===== config.mk =====
export PLATFORM = sky130hd
export DESIGN_NAME = fuse_rowrd_filter
export DESIGN_NICKNAME = d
export VERILOG_FILES = /design/src/rtl/frf_pkg.sv /design/src/rtl/frf_decode.sv /design/src/rtl/frf_mask.sv /design/src/rtl/frf_result.sv /design/src/rtl/fuse_rowrd_filter.sv
export SDC_FILE = /design/constraint.sdc
export NUM_CORES = 1
export LEC_CHECK = 0
export ABC_AREA = 1
export ABC_CLOCK_PERIOD_IN_PS = 1900
export BUFFER_PORTS_ARGS = -buffer_cell sky130_fd_sc_hd__buf_4
export CORE_MARGIN = 10
export CORE_UTILIZATION = 30
export DETAILED_ROUTE_END_ITERATION = 6
export GPL_TIMING_DRIVEN = 0
export PLACE_DENSITY = 0.63
export REMOVE_ABC_BUFFERS = 1
export SLEW_MARGIN = 5
export SYNTH_ARGS = -nofsm -noshare
export SYNTH_HDL_FRONTEND = slang
export SYNTH_SLANG_ARGS = --single-unit

===== constraint.sdc =====
create_clock -name clk -period 1.9 [get_ports clk]
set_input_delay 0.57 -clock clk [delete_from_list [all_inputs] [get_ports clk]]
set_output_delay 0.57 -clock clk [all_outputs]
set_load 0.05 [all_outputs]

===== src/rtl/frf_pkg.sv =====
package frf_pkg;

    localparam int COL_W  = 32;
    localparam int ROW_W  = 6;
    localparam int SEL_W  = 2;
    localparam int ADDR_W = SEL_W + ROW_W;

    typedef logic [COL_W-1:0] row_word_t;
    typedef logic [ROW_W-1:0] row_idx_t;
    typedef logic [SEL_W-1:0] arr_sel_t;

    // Decoded request: physical target, row, and grant class.
    typedef struct packed {
        arr_sel_t phys;
        row_idx_t row;
        logic     grant;
        logic     full;
    } rd_req_t;

    // Filtered result heading into the output register.
    typedef struct packed {
        row_word_t data;
        logic      done;
        logic      err;
    } rd_res_t;

    function automatic row_word_t span(input int lo, input int hi);
        row_word_t m;
        for (int i = 0; i < COL_W; i++) begin
            m[i] = (i >= lo) && (i <= hi);
        end
        return m;
    endfunction

    // Column permission of a row in logical array 0; zero means refused.
    function automatic row_word_t col_perm(input row_idx_t row);
        row_word_t m;
        m = '0;
        if (row == 6'd0)                      m = span(28, 31);
        else if (row >= 6'd8  && row <= 6'd15) m = '1;
        else if (row == 6'd16)                 m = span(0, 7) | span(10, 16);
        else if (row == 6'd17)                 m = span(0, 2);
        else if (row == 6'd20)                 m = '1;
        else if (row == 6'd21)                 m = span(0, 23) | span(29, 31);
        else if (row == 6'd22 || row == 6'd23) m = '1;
        else if (row >= 6'd40)                 m = '1;
        return m;
    endfunction

endpackage


===== src/rtl/frf_decode.sv =====
module frf_decode
    import frf_pkg::*;
(
    input  logic [ADDR_W-1:0] addr_i,
    output rd_req_t           req_o
);
    arr_sel_t log_arr;
    row_idx_t row;

    assign log_arr = addr_i[ADDR_W-1 -: SEL_W];
    assign row     = addr_i[ROW_W-1:0];

    always_comb begin
        req_o.row   = row;
        req_o.phys  = '0;
        req_o.grant = 1'b0;
        req_o.full  = 1'b0;
        unique case (log_arr)
            2'd0: begin
                req_o.grant = |col_perm(row);
            end
            2'd1: begin
                req_o.grant = 1'b0;
            end
            default: begin
                // Logical 2/3 skip the hidden array 1 slot.
                req_o.phys  = log_arr - arr_sel_t'(1);
                req_o.grant = 1'b1;
                req_o.full  = 1'b1;
            end
        endcase
    end
endmodule


===== src/rtl/frf_mask.sv =====
module frf_mask
    import frf_pkg::*;
(
    input  rd_req_t   req_i,
    input  row_word_t row_q_i,
    output rd_res_t   res_o
);
    row_word_t mask;

    assign mask = req_i.full ? '1 : col_perm(req_i.row);

    always_comb begin
        res_o.data = req_i.grant ? (row_q_i & mask) : '0;
        res_o.done = req_i.grant;
        res_o.err  = ~req_i.grant;
    end
endmodule


===== src/rtl/frf_result.sv =====
module frf_result
    import frf_pkg::*;
(
    input  logic    clk,
    input  logic    rst,
    input  logic    load_i,
    input  rd_res_t res_i,
    output rd_res_t res_q_o
);
    always_ff @(posedge clk) begin
        if (rst) begin
            res_q_o <= '0;
        end else if (load_i) begin
            res_q_o <= res_i;
        end
    end
endmodule


===== src/rtl/fuse_rowrd_filter.sv =====
module fuse_rowrd_filter
    import frf_pkg::*;
(
    input  logic              clk,
    input  logic              rst,
    input  logic              rd_addr_we_i,
    input  logic [ADDR_W-1:0] rd_addr_i,
    output logic [SEL_W-1:0]  fuse_arr_o,
    output logic [ROW_W-1:0]  fuse_row_o,
    input  logic [COL_W-1:0]  fuse_row_q_i,
    input  logic [1:0]        irq_en_i,
    output logic [COL_W-1:0]  rd_data_o,
    output logic              rd_done_o,
    output logic              rd_err_o,
    output logic              irq_o
);
    rd_req_t req;
    rd_res_t res_d;
    rd_res_t res_q;

    frf_decode u_decode (
        .addr_i (rd_addr_i),
        .req_o  (req)
    );

    assign fuse_arr_o = req.phys;
    assign fuse_row_o = req.row;

    frf_mask u_mask (
        .req_i   (req),
        .row_q_i (fuse_row_q_i),
        .res_o   (res_d)
    );

    frf_result u_result (
        .clk     (clk),
        .rst     (rst),
        .load_i  (rd_addr_we_i),
        .res_i   (res_d),
        .res_q_o (res_q)
    );

    assign rd_data_o = res_q.data;
    assign rd_done_o = res_q.done;
    assign rd_err_o  = res_q.err;
    assign irq_o     = (res_q.done & irq_en_i[0]) | (res_q.err & irq_en_i[1]);
endmodule


==> results of run 1 <==
## Yosys cell counts (2+ instances only)
| master | instances | share of area (%) |
|---|---|---|
| nor2_1 | 50 | 11 |
| nand2_1 | 48 | 11 |
| dfxtp_1 | 34 | 41 |
| a21oi_1 | 24 | 7.2 |
| inv_1 | 24 | 5.4 |
| nand4_1 | 10 | 3.7 |
| nor2_2 | 10 | 3.7 |
| buf_4 | 9 | 4.0 |
| clkbuf_1 | 6 | 1.3 |
| nand2_2 | 6 | 2.2 |
| nand3_1 | 5 | 1.5 |
| inv_2 | 3 | 0.67 |
| nand2_4 | 2 | 1.3 |
| nor2_4 | 2 | 1.3 |
| nor3_1 | 2 | 0.60 |
## cell usage in the layout (no fill, tap or decap)
master    count
nand3_1       5
nand2_4       2
nor2_2       10
inv_1        24
buf_4        87
clkbuf_8      8
nand3_2       1
nand2_2       6
nor2_4        2
nor2_1       50
a21oi_1      24
a21oi_4       2
nor3_1        2
inv_2         3
nand2_1      48
nand4_1      10
dfxtp_1      34
a22o_1        1
## power groups by stage
stage               registers, uW  logic, uW  clock network [uW]
floorplan                     909        159                   0
global placement              783        506                   0
detailed placement            784        509                   0
CTS                           768        510                 642
global route                  772        546                 672
finish                        768        505                 619
## routing by layer
layer,vias to the layer above,wire length [um],global-route usage [%]
met3,4,503,5.47
met1,763,2100,12.2
met4,0,23,3.74
met2,54,2300,17.6
met5,-,0,0
li1,894,-,-
## through the flow
stage | hold WS [ns] | TNS [ns] | total power, uW
detailed placement | 0.457 | -5.28 | 1290
floorplan | 0.639 | 0 | 1070
CTS | 0.468 | 0 | 1920
global placement | 0.453 | -4.90 | 1290
global route | 0.479 | 0 | 1990
finish | 0.465 | 0 | 1890
## worst reg2reg max path: stages, from the launching register on
cell	delay, ns
dfxtp_1	0.32
inv_1	0.05
nor2_1	0.03
nor2_1	0.10
nor2_1	0.04
## layout make-up
| cell class | count | area [um2] |
|---|---|---|
| clock buffers | 8 | 110 |
| fillers | 563 | 3020 |
| inverters | 27 | 101 |
| multi-input cells | 163 | 782 |
| flip-flops and latches | 34 | 681 |
| well taps | 72 | 90.1 |
| repair buffers | 87 | 653 |
## worst min path at each step
stage | startpoint | end | slack [ns] | cells past startpoint
after global routing | u_result.res_q_o[24] | u_result.res_q_o[24] | 0.48 | 2
final | u_result.res_q_o[33] | u_result.res_q_o[33] | 0.47 | 2
after CTS | u_result.res_q_o[25] | u_result.res_q_o[25] | 0.47 | 2
after global placement | u_result.res_q_o[32] | u_result.res_q_o[32] | 0.45 | 2
after detailed placement | u_result.res_q_o[25] | u_result.res_q_o[25] | 0.46 | 2
after floorplan | rst | u_result.res_q_o[10] | 0.64 | 1
## cell families after synthesis
logic type,count (synthesis),synth area share (%)
buffers and inverters,45,12.9
AOI/OAI and AO/OA,27,9.21
DFF,34,40.7
and+or+nand+nor,136,37.2
==> results_dict.tcl, run 1 <==
set metrics [dict create \
    hold_viol 0 \
    seq_area_frac_synth_pct 40.7 \
    reg2reg_depth 4 \
    layout_min_cycle_time_ns 1.70 \
    setup_violations 0 \
    instances_no_fill 391 \
    startpoint "rd_addr_we_i" \
    dieWidth_um 94.6 \
    cp.arrival_ns 1.91 \
    min_path_type "reg2reg" \
    ys.flop_type "dfxtp_1" \
    insertedDiodeCount 0 \
    pwr-share-clk_pct 32.7 \
    crit_family "compound AO/OA/AOI/OAI gates" \
    crit_type "in2reg" \
    critPathMaxStageDelay_ns 0.37 \
    rsz0062_at_grt "false" \
    timing.rr.start "u_result.res_q_o[14]" \
    cts_tree "built" \
    path_buf_inv 3 \
    cp_max_fo 22 \
    routed_wl_um 4930 \
    cp.required_ns 2.11 \
    post-dp-hpwl_um 3700 \
    vdd_ir_drop_max_v 0.000457 \
    grt_max_degree 35 \
    utilization_pct 44.4 \
    synth_cell_type_count 22 \
    cp_num_cells 7 \
    fin_skew_ns 0 \
    reg_top3 "u_result.res_q_o (34)" \
    cts_root_buffer "clkbuf_8" \
    cts_setup_buffers 0 \
    place.gp.congestion 0.780 \
    min_period_over_period_pct 89.5 \
    r2r_slack_ns 1.24 \
    path_clk_slew_ns 0.07 \
    grt_first_pass_wirelength_um 7830 \
    startpoint_type "primary input" \
    tightest_slew_ns 0.565 \
    yosysWarnings 0 \
    initial_core_util_pct 30.7 \
    maxSlewHeadroom_pct 62.2 \
    status "completed" \
    dpl.cell_count 383 \
    dr.pass1.iters 4 \
    avgSynthCellArea_um2 6.90 \
    antenna_found_initial 0 \
    ys_seq_elements 34 \
    finalMaxSlewViolations 0 \
    largest_reg_flops 34 \
    grt_pass1_vias 1656 \
    wl_per_cell_um 12.6 \
    drive_above_1_share_pct 37.9 \
    cp_slowest_cell "a21oi_4" \
    fmax_ghz 0.588 \
    final_net_count 363 \
    grt_overflow 0 \
    rows 27 \
    endpoint "u_result.res_q_o[26]" \
    syn_to_final_growth_pct 44.7 \
    endpoint_kind "register" \
    cts_buffers 5 \
    seqPwrFrac_pct 40.6 \
    post_dp_cell_area_mm2 0.00230 \
    syn-cell-area_mm2 0.00167 \
    power_switching_uw 604 \
    drt_iter0_markers 44 \
    post_cts_resized 0 \
    grt_use_total_pct 10.9 \
    synth-edff-count 0 \
    p_sw_share_pct 31.9 \
    leakage_uw 0.00116 \
    htreeDepth 2 \
    setup_ws_ns 0.200 \
    p_per_area_mw_per_mm2 783 \
    ant_nets 0 \
    cts.sinks 34 \
    comb_power_share_pct 26.7 \
    port_buffers 87 \
    ctsHoldBuffers 0 \
    path_cells "buf_4 -> inv_2 -> a21oi_4 -> inv_2 -> a21oi_4 -> nand2_1 -> a21oi_1" \
    pre_cts_ws_ns -0.291 \
    vias 1715 \
    drc_errors 0 \
    final_area_mm2 0.00242 \
    maxCapViolCount 0 \
    r2r_end "u_result.res_q_o[14]" \
    synth_cells 242 \
    die_area_mm2 0.00895 \
    vias_per_cell 4.39 \
    insertion_delay_ns 0.28 \
    core_area_mm2 0.00544 \
    regMostFlops "u_result.res_q_o" \
    ios 88 \
    cts_buffer_depth 2 \
    p_int_uw 1290 \
    synthArstFlopShare_pct 0 \
    dieHeight_um 94.6 \
]
Power figures use the tool's default switching activity.
==> inputs of run 2 (changes only) <==
--- a/config.mk
+++ b/config.mk
@@ -8,6 +8,7 @@
 export ABC_AREA = 1
 export ABC_CLOCK_PERIOD_IN_PS = 1900
 export BUFFER_PORTS_ARGS = -buffer_cell sky130_fd_sc_hd__buf_4
+export CORE_ASPECT_RATIO = 1.2
 export CORE_MARGIN = 10
 export CORE_UTILIZATION = 30
 export DETAILED_ROUTE_END_ITERATION = 6
==> results_dict.tcl, run 2 (same netlist as run 1, synthesis figures left out) <==
set metrics [dict create \
    cp_max_fo 12 \
    cts.sinks 34 \
    whs_path_depth 2 \
    crit_type "in2reg" \
    total_power_uw 1920 \
    r2r_end "u_result.res_q_o[13]" \
    core_area_mm2 0.00533 \
    utilization_pct 45.0 \
    regMostFlops "u_result.res_q_o" \
    cp.required_ns 2.06 \
    startpoint_type "primary input" \
    maxCapViolCount 0 \
    min_period_over_period_pct 88.6 \
    tightest_slew_ns 0.581 \
    hold_slack_ns 0.466 \
    p_per_area_mw_per_mm2 801 \
    multi_input_area_um2 782 \
    cp.arrival_ns 1.85 \
    rows 29 \
    finalMaxSlewViolations 0 \
    final_cell_mix "buf_4 (87), nor2_1 (50), nand2_1 (48)" \
    fin_skew_ns 0 \
    reg_top3 "u_result.res_q_o (34)" \
    instances_no_fill 381 \
    critPathMaxStageDelay_ns 0.47 \
    path_cells "buf_4 -> inv_1 -> nand2_1 -> nand2_2 -> nand4_1 -> nand2_1 -> nor2_2 -> nor2_1 -> nor2_1" \
    r2r_slack_ns 1.24 \
    die_area_mm2 0.00896 \
    wl_per_cell_um 13.3 \
    min_path_type "reg2reg" \
    final_common_cell "buf_4" \
    htreeDepth 2 \
    grt_use_total_pct 11.0 \
    vias 1692 \
    cts_buffer_depth 2 \
    seq_area_um2 681 \
    post_cts_resized 1 \
    status "completed" \
    layout_min_cycle_time_ns 1.68 \
    n_fill_cell 562 \
    drt_iter0_markers 46 \
    initial_core_util_pct 31.3 \
    endpoint_kind "register" \
    place.gp.congestion 0.705 \
    insertedDiodeCount 0 \
    cts_buffers 5 \
    vias_per_cell 4.44 \
    vdd_ir_drop_max_v 0.000371 \
    maxSlewHeadroom_pct 61.1 \
    cp_slowest_cell "nand4_1" \
    syn_to_final_growth_pct 43.7 \
    cts_tree "built" \
    largest_reg_flops 34 \
    setup_violations 0 \
    dpl.cell_count 373 \
    post-dp-hpwl_um 3810 \
    routed_wl_um 5080 \
    grt_first_pass_wirelength_um 7950 \
    grt_pass1_vias 1666 \
    drc_errors 0 \
    reg2reg_depth 4 \
    port_buffers 87 \
    dr.pass1.iters 2 \
    ctsHoldBuffers 0 \
    hold_viol 0 \
    antenna_found_initial 0 \
    cts_root_buffer "clkbuf_8" \
    drive_above_1_share_pct 37.3 \
    min_from "u_result.res_q_o[3]" \
    post_dp_cell_area_mm2 0.00229 \
    leakage_uw 0.00115 \
    hold_end "u_result.res_q_o[3]" \
    dieHeight_um 102 \
    insertion_delay_ns 0.28 \
    path_clk_slew_ns 0.06 \
    final_net_count 363 \
    timing.rr.start "u_result.res_q_o[13]" \
    final_area_mm2 0.00240 \
    grt_max_degree 35 \
    grt_overflow 0 \
    ant_nets 0 \
    dieWidth_um 88.1 \
    cts_setup_buffers 0 \
    fmax_ghz 0.594 \
    ios 88 \
    rsz0062_at_grt "false" \
]
==> run 2: layout make-up <==
type | count | area share, %
clock buffers | 7 | 3.18
clock inverters | 1 | 1.25
inverters | 27 | 4.22
multi-input cells | 163 | 32.6
flip-flops and latches | 34 | 28.3
well taps | 62 | 3.23
repair buffers | 87 | 27.2
==> run 2: power by group <==
| group | switching [uW] | internal (uW) |
|---|---|---|
| clock | 257 | 392 |
| sequential | 18.9 | 749 |
| combinational | 333 | 173 |
==> run 2: per-layer routing <==
metal | global-route usage [%] | share of wire [%] | up-vias | wire [um]
met1 | 12.0 | 42 | 735 | 2130
met3 | 6.18 | 12 | 6 | 618
li1 | - | - | 892 | -
met5 | 0 | 0 | - | 0
met4 | 3.26 | 1.2 | 0 | 60
met2 | 17.9 | 45 | 59 | 2270
==> run 2: critical path: cells and delay by family <==
kind / cells / cell delay [ns]
AND/OR/NAND/NOR: 7 / 1.06
buffers and inverters: 2 / 0.20
==> run 2: how the worst max path moves through the flow <==
stage,endpoint,slack [ns],cells after the start,start
final,u_result.res_q_o[7],0.22,9,rd_addr_i[4]
after global routing,u_result.res_q_o[4],0.03,7,rd_addr_we_i
after CTS,u_result.res_q_o[26],0.17,7,rd_addr_we_i
after detailed placement,u_result.res_q_o[26],-0.32,7,rd_addr_we_i
after global placement,u_result.res_q_o[26],-0.31,7,rd_addr_we_i
after floorplan,fuse_arr_o[0],0.05,2,rd_addr_i[7]
==> run 2: through the flow <==
stage	setup TNS (ns)	worst slack (ns)
after global routing	0	0.0348
after CTS	0	0.172
after floorplan	0	0.0522
after global placement	-5.88	-0.313
after detailed placement	-6.33	-0.319
final	0	0.216
